## config.mk

```make
export PLATFORM = sky130hd
export DESIGN_NAME = kbc_core
export DESIGN_NICKNAME = d
export VERILOG_FILES = /design/src/rtl/kbc_pkg.sv /design/src/rtl/kbc_ctrl.sv /design/src/rtl/kbc_reset_pulse.sv /design/src/rtl/kbc_datapath.sv /design/src/rtl/kbc_core.sv
export SDC_FILE = /design/constraint.sdc
export NUM_CORES = 1
export LEC_CHECK = 0
export BUFFER_PORTS_ARGS = -buffer_cell sky130_fd_sc_hd__buf_2
export CORE_ASPECT_RATIO = 0.75
export CORE_MARGIN = 8
export CORE_UTILIZATION = 35
export DETAILED_ROUTE_END_ITERATION = 8
export HOLD_SLACK_MARGIN = 0.05
export PLACE_DENSITY = 0.52
export SETUP_SLACK_MARGIN = 0.02
export SYNTH_ARGS = -nofsm -noshare
export SYNTH_HDL_FRONTEND = slang
export SYNTH_SLANG_ARGS = --single-unit
```

## constraint.sdc

```tcl
create_clock -name clk -period 4.2 [get_ports clk]
set_input_delay 1.05 -clock clk [delete_from_list [all_inputs] [get_ports clk]]
set_output_delay 1.05 -clock clk [all_outputs]
set_load 0.1 [all_outputs]
```

## src/rtl/kbc_pkg.sv

```systemverilog
package kbc_pkg;

  typedef enum logic [2:0] {
    RD_NONE,
    RD_MODE,
    RD_OUTP,
    RD_OBUF_KBD,
    RD_OBUF_AUX,
    RD_AUX_TX
  } redirect_e;

  typedef struct packed {
    logic       pushKbd;
    logic       pushAux;
    logic [7:0] pushByte;
    logic [7:0] wrByte;
    logic       modeWr;
    logic       setKbdDis;
    logic       clrKbdDis;
    logic       setAuxDis;
    logic       clrAuxDis;
    logic       outPortWr;
    logic       a20Set;
    logic       a20Clr;
    logic       selfTestSet;
    logic       kbdTx;
    logic       auxTx;
    logic       readData;
    logic       resetReq;
  } kbc_strobes_t;

endpackage

```

## src/rtl/kbc_ctrl.sv

```systemverilog
module kbc_ctrl
  import kbc_pkg::*;
(
  input  logic         clk,
  input  logic         rstN,
  input  logic         hostWr,
  input  logic         hostRd,
  input  logic         hostAddr,
  input  logic [7:0]   hostWdata,
  input  logic [7:0]   modeQ,
  input  logic [7:0]   outPortView,
  output kbc_strobes_t stb
);

  redirect_e redirQ, redirNext;

  always_comb begin
    stb        = '0;
    redirNext  = redirQ;
    stb.wrByte = hostWdata;
    stb.readData = hostRd && !hostAddr;
    if (hostWr && hostAddr) begin
      unique case (hostWdata)
        8'h20: begin stb.pushKbd = 1'b1; stb.pushByte = modeQ; end
        8'h60: redirNext = RD_MODE;
        8'hD1: redirNext = RD_OUTP;
        8'hD2: redirNext = RD_OBUF_KBD;
        8'hD3: redirNext = RD_OBUF_AUX;
        8'hD4: redirNext = RD_AUX_TX;
        8'hA7: stb.setAuxDis = 1'b1;
        8'hA8: stb.clrAuxDis = 1'b1;
        8'hA9, 8'hAB: begin stb.pushKbd = 1'b1; stb.pushByte = 8'h00; end
        8'hAA: begin
          stb.pushKbd     = 1'b1;
          stb.pushByte    = 8'h55;
          stb.selfTestSet = 1'b1;
        end
        8'hAD: stb.setKbdDis = 1'b1;
        8'hAE: stb.clrKbdDis = 1'b1;
        8'hC0: begin stb.pushKbd = 1'b1; stb.pushByte = 8'h80; end
        8'hD0: begin stb.pushKbd = 1'b1; stb.pushByte = outPortView; end
        8'hDD: stb.a20Clr = 1'b1;
        8'hDF: stb.a20Set = 1'b1;
        default: begin
          if (hostWdata[7:4] == 4'hF && !hostWdata[0]) stb.resetReq = 1'b1;
        end
      endcase
    end else if (hostWr && !hostAddr) begin
      unique case (redirQ)
        RD_NONE:     stb.kbdTx = 1'b1;
        RD_MODE:     stb.modeWr = 1'b1;
        RD_OUTP: begin
          stb.outPortWr = 1'b1;
          stb.resetReq  = !hostWdata[0];
        end
        RD_OBUF_KBD: begin stb.pushKbd = 1'b1; stb.pushByte = hostWdata; end
        RD_OBUF_AUX: begin stb.pushAux = 1'b1; stb.pushByte = hostWdata; end
        RD_AUX_TX:   stb.auxTx = 1'b1;
        default:     stb.kbdTx = 1'b1;
      endcase
      redirNext = RD_NONE;
    end
  end

  always_ff @(posedge clk) begin
    if (!rstN) redirQ <= RD_NONE;
    else       redirQ <= redirNext;
  end

  // a data write always leaves the redirect disarmed
  assert_redirect_oneshot_R4: assert property (@(posedge clk) disable iff (!rstN)
    (hostWr && !hostAddr) |=> (redirQ == RD_NONE));

  // one host write feeds at most one destination
  assert_single_target_R4: assert property (@(posedge clk) disable iff (!rstN)
    $onehot0({stb.pushKbd, stb.pushAux, stb.kbdTx, stb.auxTx, stb.modeWr, stb.outPortWr}));

endmodule

```

## src/rtl/kbc_reset_pulse.sv

```systemverilog
module kbc_reset_pulse #(
  parameter int PULSE_CYCLES = 300
) (
  input  logic clk,
  input  logic rstN,
  input  logic resetReq,
  output logic cpuReset
);

  localparam int CW = $clog2(PULSE_CYCLES + 1);

  logic [CW-1:0] cnt;

  always_ff @(posedge clk) begin
    if (!rstN)         cnt <= '0;
    else if (resetReq) cnt <= CW'(PULSE_CYCLES);
    else if (cnt != 0) cnt <= cnt - 1'b1;
  end

  assign cpuReset = (cnt != 0);

  // pulse starts only on a request, and every request starts one
  assert_pulse_cause_R9: assert property (@(posedge clk) disable iff (!rstN)
    $rose(cpuReset) |-> $past(resetReq));
  assert_pulse_start_R9: assert property (@(posedge clk) disable iff (!rstN)
    resetReq |=> cpuReset);

endmodule

```

## src/rtl/kbc_datapath.sv

```systemverilog
module kbc_datapath
  import kbc_pkg::*;
(
  input  logic         clk,
  input  logic         rstN,
  input  kbc_strobes_t stb,
  input  logic         hostAddr,
  input  logic         kbdRxValid,
  input  logic [7:0]   kbdRxByte,
  input  logic         auxRxValid,
  input  logic [7:0]   auxRxByte,
  output logic [7:0]   modeQ,
  output logic [7:0]   outPortView,
  output logic [7:0]   hostRdata,
  output logic         irqKbd,
  output logic         irqAux,
  output logic         a20Out,
  output logic         kbdTxValid,
  output logic [7:0]   kbdTxByte,
  output logic         auxTxValid,
  output logic [7:0]   auxTxByte
);

  localparam logic [7:0] MODE_RST = 8'h03;
  localparam logic [7:0] OUTP_RST = 8'hCF;

  logic [7:0] outPortQ, kbdBuf, auxBuf;
  logic       kbdPend, auxPend, selfTestQ;
  logic       auxOnly, anyPend;
  logic [7:0] statusByte;

  assign anyPend = kbdPend || auxPend;
  assign auxOnly = auxPend && !kbdPend;

  always_ff @(posedge clk) begin
    if (!rstN) begin
      modeQ <= MODE_RST;
    end else if (stb.modeWr) begin
      modeQ <= stb.wrByte;
    end else begin
      if (stb.setKbdDis) modeQ[4] <= 1'b1;
      if (stb.clrKbdDis) modeQ[4] <= 1'b0;
      if (stb.setAuxDis) modeQ[5] <= 1'b1;
      if (stb.clrAuxDis) modeQ[5] <= 1'b0;
    end
  end

  always_ff @(posedge clk) begin
    if (!rstN) begin
      outPortQ <= OUTP_RST;
    end else if (stb.outPortWr) begin
      outPortQ <= stb.wrByte;
    end else if (stb.a20Set) begin
      outPortQ[1] <= 1'b1;
    end else if (stb.a20Clr) begin
      outPortQ[1] <= 1'b0;
    end
  end

  always_ff @(posedge clk) begin
    if (!rstN)                selfTestQ <= 1'b0;
    else if (stb.selfTestSet) selfTestQ <= 1'b1;
  end

  always_ff @(posedge clk) begin
    if (!rstN) begin
      kbdPend <= 1'b0;
      kbdBuf  <= '0;
    end else begin
      if (stb.readData && !auxOnly) kbdPend <= 1'b0;
      if (stb.pushKbd) begin
        kbdBuf  <= stb.pushByte;
        kbdPend <= 1'b1;
      end else if (kbdRxValid) begin
        kbdBuf  <= kbdRxByte;
        kbdPend <= 1'b1;
      end
    end
  end

  always_ff @(posedge clk) begin
    if (!rstN) begin
      auxPend <= 1'b0;
      auxBuf  <= '0;
    end else begin
      if (stb.readData && auxOnly) auxPend <= 1'b0;
      if (stb.pushAux) begin
        auxBuf  <= stb.pushByte;
        auxPend <= 1'b1;
      end else if (auxRxValid) begin
        auxBuf  <= auxRxByte;
        auxPend <= 1'b1;
      end
    end
  end

  always_ff @(posedge clk) begin
    if (!rstN) begin
      kbdTxValid <= 1'b0;
      auxTxValid <= 1'b0;
      kbdTxByte  <= '0;
      auxTxByte  <= '0;
    end else begin
      kbdTxValid <= stb.kbdTx;
      auxTxValid <= stb.auxTx;
      if (stb.kbdTx) kbdTxByte <= stb.wrByte;
      if (stb.auxTx) auxTxByte <= stb.wrByte;
    end
  end

  assign statusByte  = {2'b00, auxOnly, 1'b1, 1'b1, selfTestQ, 1'b0, anyPend};
  assign outPortView = {outPortQ[7:6], auxOnly, anyPend, outPortQ[3:0]};
  assign hostRdata   = hostAddr ? statusByte : (auxOnly ? auxBuf : kbdBuf);
  assign a20Out      = outPortQ[1];
  assign irqKbd      = kbdPend && modeQ[0] && !modeQ[4];
  assign irqAux      = auxOnly && modeQ[1];

  // keyboard data masks the aux interrupt
  assert_kbd_priority_R6: assert property (@(posedge clk) disable iff (!rstN)
    irqAux |-> !irqKbd);

  // serving an aux-only read empties the aux buffer
  assert_aux_read_clears_R6: assert property (@(posedge clk) disable iff (!rstN)
    (stb.readData && auxOnly && !stb.pushAux && !auxRxValid) |=> !auxPend);

  // gate-enable command raises the A20 line on the next cycle
  assert_a20_follow_R8: assert property (@(posedge clk) disable iff (!rstN)
    stb.a20Set |=> a20Out);

  // disabling the keyboard interface silences its interrupt next cycle
  assert_kbd_disable_R5: assert property (@(posedge clk) disable iff (!rstN)
    (stb.setKbdDis && !stb.modeWr) |=> !irqKbd);

endmodule

```

## src/rtl/kbc_core.sv

```systemverilog
module kbc_core #(
  parameter int RESET_PULSE_CYCLES = 300
) (
  input  logic       clk,
  input  logic       rstN,
  input  logic       hostWr,
  input  logic       hostRd,
  input  logic       hostAddr,
  input  logic [7:0] hostWdata,
  output logic [7:0] hostRdata,
  input  logic       kbdRxValid,
  input  logic [7:0] kbdRxByte,
  input  logic       auxRxValid,
  input  logic [7:0] auxRxByte,
  output logic       kbdTxValid,
  output logic [7:0] kbdTxByte,
  output logic       auxTxValid,
  output logic [7:0] auxTxByte,
  output logic       irqKbd,
  output logic       irqAux,
  output logic       a20Out,
  output logic       cpuReset
);

  kbc_pkg::kbc_strobes_t stb;
  logic [7:0] modeQ, outPortView;

  kbc_ctrl u_ctrl (
    .clk        (clk),
    .rstN       (rstN),
    .hostWr     (hostWr),
    .hostRd     (hostRd),
    .hostAddr   (hostAddr),
    .hostWdata  (hostWdata),
    .modeQ      (modeQ),
    .outPortView(outPortView),
    .stb        (stb)
  );

  kbc_datapath u_dp (
    .clk        (clk),
    .rstN       (rstN),
    .stb        (stb),
    .hostAddr   (hostAddr),
    .kbdRxValid (kbdRxValid),
    .kbdRxByte  (kbdRxByte),
    .auxRxValid (auxRxValid),
    .auxRxByte  (auxRxByte),
    .modeQ      (modeQ),
    .outPortView(outPortView),
    .hostRdata  (hostRdata),
    .irqKbd     (irqKbd),
    .irqAux     (irqAux),
    .a20Out     (a20Out),
    .kbdTxValid (kbdTxValid),
    .kbdTxByte  (kbdTxByte),
    .auxTxValid (auxTxValid),
    .auxTxByte  (auxTxByte)
  );

  kbc_reset_pulse #(.PULSE_CYCLES(RESET_PULSE_CYCLES)) u_pulse (
    .clk     (clk),
    .rstN    (rstN),
    .resetReq(stb.resetReq),
    .cpuReset(cpuReset)
  );

endmodule

```

==> flow_metrics.py, run 1 <==
metrics = {
    "hold_path": {
        "whs_path_depth": 2,
        "worst_hold_path.endpoint": "u_dp.modeQ[2]",
        "hold_class": "reg -> reg",
        "hp-start": "u_dp.modeQ[2]",
    },
    "synth": {
        "syn_inst": 379,
        "ys_seq_area_frac": 0.373,
        "ys_types": 62,
        "syn_nets": 411,
        "synthArstFlopShare": 0,
        "synth_top_cell_by_area": "dfxtp_1",
        "synth_edf_count": 0,
        "synth_top_area_frac": 0.373,
        "syn-cell-area_um2": 3380,
        "avgSynthCellArea_um2": 8.92,
        "synth-warning-count": 0,
        "synth.area.top_cells": "dfxtp_1 37%, mux2i_1 11%, a21oi_1 4.1%, nand2_1 3.9%, nor2_1 3.2%",
        "yosys_most_used_dff": "dfxtp_1",
        "ys_ff_latch": 63,
    },
    "place": {
        "placed_cells": 545,
        "numPortBuffers": 60,
        "dp_hpwl_um": 7030,
        "place_congestion": 0.823,
    },
    "timing": {
        "worst_slew_pin_slew_ps": 1010,
        "timing.final.crit_share": 0.764,
        "setup_tns_ps": 0,
        "maxSlewHeadroom": 0.326,
        "fmax_mhz": 312,
        "fin_skew_ps": 7.74,
        "report.final.slew_viol_count": 0,
        "hold_violations": 0,
        "layout_min_cycle_time_ps": 3210,
        "rsz0062_at_grt": "no",
        "report.final.setup_viol": 0,
    },
    "setup_path": {
        "crit_path_frequent_cell": "buf_2",
        "r2r_setup_slack_ps": 2100,
        "crit_path_start_kind": "primary input",
        "critPathTopFamily": "buffers and inverters",
        "path_buf_inv": 2,
        "required_ps": 3150,
        "crit_type": "in -> out",
        "reg2reg_depth": 4,
        "worstPathArrival_ps": 2160,
        "crit_path_end_kind": "output port",
        "path_cells": "buf_2 -> o21ai_0 -> o31a_1 -> o21ai_1 -> buf_2",
        "slowest_delay_ps": 440,
        "worstReg2RegEnd": "u_dp.kbdBuf[0]",
        "crit_path_top_delay_cell": "buf_2",
        "r2r_start": "u_ctrl.redirQ[0]",
        "crit_fanout": 16,
    },
    "clock_tree": {
        "post_cts_buffers": 0,
        "hold_buffers": 0,
        "root_buffer": "clkbuf_16",
        "clock_sinks": 63,
        "htreeDepth": 3,
        "cts.repair.resized": 0,
        "cts_made_buffers": 9,
        "cts_tree": "built",
        "clockBufferDepth": 2,
        "worstSkewPairLatency_ps": 330,
        "path_clk_slew_ps": 50,
    },
    "layout": {
        "drive_above_1_share": 0.227,
        "syn2layout_area_growth_pct": 18.9,
        "fill_cells": 1001,
        "final_nets": 456,
        "antenna_cells_inserted": 0,
        "final_cells": 560,
    },
    "floorplan": {
        "core.rowCount": 31,
        "start_util": 0.354,
        "dieHeight_um": 101,
        "fp.coreArea_um2": 9540,
        "die_width_um": 130,
        "dieArea_um2": 13100,
        "pin_count": 61,
    },
    "routing": {
        "avgRoutedWirePerCell_um": 17.7,
        "drt-vias-per-instance": 5.45,
        "route.detailed.drc": 0,
        "drt.antenna.violating_nets": 0,
        "routed_wl_um": 9940,
        "first_iter_violations": 217,
        "drtPass1Iterations": 6,
        "vias": 3052,
    },
    "global_routing": {
        "grt_overflow_total": 0,
        "grt_max_degree": 30,
        "antenna_found_initial": 0,
        "track_usage": 0.155,
        "grt_pass1_vias": 2904,
        "grt_first_pass_wirelength_um": 15900,
    },
    "power": {
        "powerDensity_nw_per_um2": 480,
        "p_leak_nw": 1.66,
        "peakVddDrop_v": 0.000159,
    },
    "run": {
        "cap_viol_max_count": 0,
    },
    "outcome": {
        "status": "finished, final reports clean",
    },
}
[sequential cells by signal, summed over array words and instances, names as in the netlist]
signal           cells
u_ctrl.redirQ        3
u_dp.kbdTxValid      1
u_dp.kbdTxByte       8
u_dp.kbdBuf          8
u_dp.modeQ           8
u_dp.selfTestQ       1
u_pulse.cnt          9
u_dp.auxTxValid      1
u_dp.auxTxByte       8
u_dp.kbdPend         1
u_dp.outPortQ        6
u_dp.auxPend         1
u_dp.auxBuf          8
[worst max path at each step]
| stage | startpoint | to | slack [ps] | cells past startpoint |
|---|---|---|---|---|
| final | hostAddr | hostRdata[0] | 990 | 5 |
| after global routing | u_dp.auxPend | hostRdata[1] | 910 | 5 |
| after CTS | hostAddr | hostRdata[0] | 970 | 5 |
| after detailed placement | hostAddr | hostRdata[0] | 970 | 5 |
| after global placement | hostAddr | hostRdata[0] | 1040 | 5 |
| after floorplan | hostAddr | hostRdata[0] | 300 | 4 |
[per-layer routing]
metal | share of wire | global-route usage | vias up | wire (um)
met5 | 0 | 0 | - | 0
met2 | 0.42 | 0.224 | 104 | 4130
met4 | 0.012 | 0.0552 | 0 | 122
li1 | - | - | 1491 | -
met3 | 0.064 | 0.0363 | 12 | 637
met1 | 0.51 | 0.218 | 1445 | 5050
[power breakdown]
part | total, mW | internal [mW] | switching, mW | leakage, nW
logic | 0.465 | 0.144 | 0.321 | 1.00
clock network | 0.785 | 0.517 | 0.268 | 0.145
registers | 0.680 | 0.642 | 0.0377 | 0.514
[worst min-delay path, delay by kind of cell, from the launching register on]
kind | cells | cell delay (ps)
flip-flops | 1 | 300
AND/OR/NAND/NOR | 1 | 50
AO/OA/AOI/OAI | 1 | 50
[area by class of cell]
type                            instances  area [um2]  area share
Timing Repair Buffer                   63         323      0.0802
Inverter                               11        41.3      0.0103
Multi-Input combinational cell        276        1920       0.477
Sequential cell                        63        1260       0.314
Clock inverter                          5        83.8      0.0208
Tap cell                              132         165      0.0411
Clock buffer                           10         229      0.0569
[cells in the mapped netlist, types with 4 or more instances]
cell type	number
a31oi_1	4
o211ai_1	6
nand3b_1	8
dfxtp_1	63
inv_1	11
buf_6	4
o21ai_0	12
nand2_1	35
o311ai_0	4
nand3_1	7
nor4_1	7
a22oi_1	7
nor2_1	29
a2bb2oi_1	4
a21boi_0	5
buf_2	9
a211oi_1	5
mux2_2	7
nor3_1	4
o2bb2ai_1	4
clkbuf_1	14
a21oi_1	28
mux2i_1	36
[metrics by stage]
step	utilization	power (mW)	worst slack, ps	area, um2	hold WS [ps]
2_1_floorplan	-	1.07	303	3380	436
3_3_place_gp	0.389	1.15	1040	3710	445
3_5_place_dp	0.389	1.16	975	3710	451
4_1_cts	0.422	1.95	974	4020	459
5_1_grt	0.422	2.02	912	4020	474
6_report	0.422	1.93	991	4020	455
[logic make-up after synthesis]
logic type               Yosys count  synth area share
AO/OA/AOI/OAI                    106             0.230
XOR/XNOR                           3           0.00777
adder cells (fa/ha/maj)            1           0.00370
buffers and inverters             40            0.0596
flip-flops                        63             0.373
multiplexers                      43             0.130
AND/OR/NAND/NOR                  123             0.196
[placed cells by master (no fill, tap or decap), types with 4 or more instances in the layout]
cell / instances
buf_2: 60
nor2_1: 29
nor4_1: 7
o2bb2ai_1: 4
mux2i_1: 36
a2bb2oi_1: 4
o21ai_0: 9
o211ai_1: 6
a21boi_0: 5
o311ai_0: 4
nand3b_1: 8
a21oi_1: 28
nand2_1: 35
dfxtp_1: 63
nand3_1: 7
a22oi_1: 7
mux2_2: 7
a211oi_1: 5
clkbuf_16: 9
a31oi_1: 4
nor3_1: 4
inv_1: 11
(Power assumes the default switching activity.)
==> inputs of run 2 (changes only) <==
- clock period: 4.2 -> 3.2 ns (I/O delays scaled with it)
==> flow_metrics.py, run 2 (synthesized netlist as in run 1, its figures left out) <==
metrics = {
    "timing": {
        "fin_skew_ps": 5.04,
        "rsz0062_at_grt": "no",
        "hold_violations": 0,
        "fmax_mhz": 349,
        "maxSlewHeadroom": 0.535,
        "timing.final.crit_share": 0.896,
        "report.final.slew_viol_count": 0,
        "report.final.setup_viol": 0,
        "worst_slew_pin_slew_ps": 697,
        "holdWs_ps": 467,
        "layout_min_cycle_time_ps": 2870,
    },
    "setup_path": {
        "crit_path_end_kind": "output port",
        "r2r_setup_slack_ps": 1280,
        "crit_fanout": 6,
        "worstReg2RegEnd": "u_dp.auxTxByte[2]",
        "reg2reg_depth": 4,
        "r2r_start": "u_ctrl.redirQ[1]",
        "required_ps": 2400,
        "worstSetupStartpoint": "u_dp.auxPend",
        "endpoint": "hostRdata[5]",
        "crit_path_start_kind": "register",
        "crit_type": "reg -> out",
        "worstPathArrival_ps": 2070,
    },
    "global_routing": {
        "antenna_found_initial": 0,
        "grt_max_degree": 23,
        "track_usage": 0.156,
        "grt_pass1_vias": 2897,
        "grt_first_pass_wirelength_um": 15900,
        "grt_overflow_total": 0,
    },
    "layout": {
        "final_cell_mix": "63 x dfxtp_1, 60 x buf_2, 36 x mux2i_1, 35 x nand2_1, 29 x nor2_1",
        "final_nets": 459,
        "drive_above_1_share": 0.232,
        "final_common_cell": "dfxtp_1",
        "antenna_cells_inserted": 0,
        "largest-register": "u_pulse.cnt",
        "post-route-cell-area_um2": 4050,
        "largest_register_ffs": 9,
        "syn2layout_area_growth_pct": 19.6,
        "register_area_um2": 1260,
        "multiInputGateArea_um2": 1920,
        "fill_cells": 996,
    },
    "floorplan": {
        "die_width_um": 130,
        "pin_count": 61,
        "dieHeight_um": 101,
        "fp.coreArea_um2": 9540,
        "start_util": 0.354,
        "core.rowCount": 31,
        "dieArea_um2": 13100,
    },
    "power": {
        "p_leak_nw": 1.69,
        "peakVddDrop_v": 0.000228,
        "powerDensity_nw_per_um2": 629,
    },
    "clock_tree": {
        "clockBufferDepth": 2,
        "cts_made_buffers": 9,
        "cts.repair.resized": 0,
        "post_cts_buffers": 0,
        "htreeDepth": 3,
        "path_clk_slew_ps": 50,
        "hold_buffers": 0,
        "cts_tree": "built",
        "worstSkewPairLatency_ps": 330,
        "clock_sinks": 63,
        "root_buffer": "clkbuf_16",
    },
    "outcome": {
        "status": "finished, final reports clean",
    },
    "routing": {
        "avgRoutedWirePerCell_um": 17.4,
        "routed_wl_um": 9780,
        "route.detailed.drc": 0,
        "drt.antenna.violating_nets": 0,
        "drt-vias-per-instance": 5.32,
        "drtPass1Iterations": 4,
        "first_iter_violations": 286,
        "vias": 2994,
    },
    "place": {
        "numPortBuffers": 60,
        "dpl_cell_area_um2": 3730,
        "dp_hpwl_um": 7050,
        "place_congestion": 0.840,
    },
    "hold_path": {
        "hold_class": "reg -> reg",
        "hp-start": "u_dp.selfTestQ",
    },
    "run": {
        "cap_viol_max_count": 0,
    },
}
-- run 2: metrics by stage --
step / power [mW] / cells / setup TNS (ps) / setup slack, ps / utilization
final: 2.54 / 563 / 0 / 333 / 0.424
after global routing: 2.66 / 563 / 0 / 211 / 0.424
after CTS: 2.56 / 563 / 0 / 298 / 0.424
after detailed placement: 1.52 / 548 / 0 / 510 / 0.391
after global placement: 1.52 / 548 / 0 / 537 / 0.391
after floorplan: 1.40 / 379 / -197 / -197 / -
-- run 2: metal layers --
layer | wire length, um | vias to the layer above | GRT usage | share of wire
met2 | 3960 | 92 | 0.211 | 0.40
met4 | 138 | 0 | 0.0632 | 0.014
met3 | 682 | 10 | 0.0400 | 0.070
met5 | 0 | - | 0 | 0
met1 | 5000 | 1396 | 0.226 | 0.51
li1 | - | 1496 | - | -
-- run 2: worst min-delay path by stage --
stage                            end  slack, ps  cells past startpoint
detailed placement    u_dp.selfTestQ        460                      1
global placement    u_dp.outPortQ[7]        450                      2
global route          u_dp.selfTestQ        500                      1
finish                u_dp.selfTestQ        470                      1
CTS                    u_dp.modeQ[3]        470                      2
floorplan           u_dp.outPortQ[7]        440                      2
-- run 2: layout make-up --
| class | instances | share of cell area |
|---|---|---|
| clock inverters | 4 | 0.0173 |
| repair buffers | 66 | 0.0854 |
| well taps | 132 | 0.0408 |
| clock buffers | 11 | 0.0600 |
| flip-flops and latches | 63 | 0.312 |
| inverters | 11 | 0.0102 |
| multi-input cells | 276 | 0.474 |
-- run 2: power by group --
part / switching (mW) / total (mW) / internal, mW
Clock: 0.340 / 1.03 / 0.695
Sequential: 0.0508 / 0.894 / 0.843
Combinational: 0.425 / 0.615 / 0.190
Total: 0.815 / 2.54 / 1.73
-- run 2: critical path: stages (launching register included) --
cell and delay, ps:
dfxtp_1 380, nor2b_1 490, buf_4 260, o21ai_0 80
o21ai_1 80, buf_2 440
==> inputs of run 3 (changes only) <==
- CORE_MARGIN: 8 -> unset
- MAX_ROUTING_LAYER: unset -> met4
- RECOVER_POWER: unset -> 100
==> flow_metrics.py, run 3 (synthesized netlist as in run 1, its figures left out) <==
metrics = {
    "timing": {
        "rsz0062_at_grt": "no",
        "fin_skew_ps": 9.20,
        "report.final.slew_viol_count": 0,
        "fmax_mhz": 366,
        "holdWs_ps": 464,
        "setup_tns_ps": 0,
        "layout_min_cycle_time_ps": 2730,
        "hold_violations": 0,
        "worst_slew_pin_slew_ps": 1180,
        "report.final.setup_viol": 0,
        "maxSlewHeadroom": 0.219,
        "timing.final.crit_share": 0.855,
    },
    "clock_tree": {
        "hold_buffers": 0,
        "root_buffer": "clkbuf_16",
        "cts.repair.resized": 0,
        "cts_made_buffers": 9,
        "htreeDepth": 3,
        "clock_sinks": 63,
        "worstSkewPairLatency_ps": 330,
        "clockBufferDepth": 2,
        "post_cts_buffers": 0,
        "path_clk_slew_ps": 50,
        "cts_tree": "built",
    },
    "layout": {
        "fill_cells": 956,
        "syn2layout_area_growth_pct": 16.9,
        "final_util": 0.430,
        "final_cells": 563,
        "final_nets": 462,
        "largest-register": "u_pulse.cnt",
        "drive_above_1_share": 0.172,
        "largest_register_ffs": 9,
        "final_cell_mix": "63 x dfxtp_1, 36 x mux2i_1, 35 x nand2_1, 29 x nor2_1, 29 x a21oi_1",
        "final_common_cell": "dfxtp_1",
        "antenna_cells_inserted": 0,
    },
    "floorplan": {
        "fp.coreArea_um2": 9200,
        "die_width_um": 116,
        "start_util": 0.368,
        "pin_count": 61,
        "dieArea_um2": 10100,
        "core.rowCount": 30,
        "dieHeight_um": 87.1,
    },
    "routing": {
        "drt-vias-per-instance": 5.36,
        "routed_wl_um": 9500,
        "first_iter_violations": 252,
        "route.detailed.drc": 0,
        "drt.antenna.violating_nets": 0,
        "drtPass1Iterations": 4,
        "avgRoutedWirePerCell_um": 16.9,
        "vias": 3019,
    },
    "setup_path": {
        "worstPathArrival_ps": 1930,
        "path_buf_inv": 2,
        "required_ps": 2400,
        "crit_path_start_kind": "primary input",
        "crit_path_end_kind": "output port",
        "path_cells": "buf_2 -> o21ai_0 -> o31a_1 -> o21ai_1 -> clkbuf_2",
        "critPathTopFamily": "buffers and inverters",
        "slowest_delay_ps": 470,
        "crit_path_top_delay_cell": "clkbuf_2",
        "crit_fanout": 16,
        "crit_type": "in -> out",
    },
    "run": {
        "cap_viol_max_count": 0,
    },
    "place": {
        "dp_hpwl_um": 6700,
        "place_congestion": 0.827,
        "placed_cells": 547,
        "numPortBuffers": 60,
    },
    "global_routing": {
        "antenna_found_initial": 0,
        "track_usage": 0.212,
        "grt_overflow_total": 0,
        "grt_max_degree": 24,
        "grt_first_pass_wirelength_um": 15600,
        "grt_pass1_vias": 2893,
    },
    "power": {
        "p_leak_nw": 1.58,
        "peakVddDrop_v": 0.000218,
        "powerDensity_nw_per_um2": 610,
    },
    "hold_path": {
        "hold_class": "reg -> reg",
    },
    "outcome": {
        "status": "finished, final reports clean",
    },
}
## run 3: cell types whose count changed in the layout (fill, tap and decap cells not counted), sizes merged
| cell | change |
|---|---|
| bufinv | -2 |
| clkinvlp | +1 |
| clkbuf | +36 |
| buf | -31 |
## run 3: path summary, 6_finish.rpt
check	startpoint	end	slack [ps]	cells past startpoint
min	u_dp.selfTestQ	u_dp.selfTestQ	460	1
max reg2reg	u_ctrl.redirQ[2]	u_dp.kbdTxByte[7]	1040	4
max	hostAddr	hostRdata[0]	470	5
min reg2reg	u_dp.selfTestQ	u_dp.selfTestQ	460	1
## run 3: per-stage QoR
stage	power, mW	area [um2]	setup slack [ps]
final	2.41	3950	465
after global routing	2.54	3950	273
after CTS	2.44	4030	498
after detailed placement	1.52	3750	501
after global placement	1.52	3750	541
after floorplan	1.40	3380	-197
## run 3: where the power goes
group | leakage [nW] | switching [mW] | internal, mW
Clock | 0.136 | 0.342 | 0.564
Sequential | 0.514 | 0.0510 | 0.843
Combinational | 0.933 | 0.425 | 0.188
Total | 1.58 | 0.818 | 1.59
## run 3: layout make-up
| cell class | instances | area (um2) | area share |
|---|---|---|---|
| clock buffers | 13 | 260 | 0.0658 |
| inverters | 11 | 41.3 | 0.0104 |
| flip-flops and latches | 63 | 1260 | 0.319 |
| repair buffers | 69 | 333 | 0.0842 |
| well taps | 128 | 160 | 0.0405 |
| clock inverters | 3 | 17.5 | 0.00443 |
| multi-input cells | 276 | 1880 | 0.475 |
## run 3: layer usage
metal / vias up / GRT usage / part of all wire
li1: 1502 / - / -
met1: 1429 / 0.294 / 0.51
met2: 82 / 0.304 / 0.43
met3: 6 / 0.0397 / 0.047
met4: 0 / 0.0756 / 0.0066
met5: - / - / 0
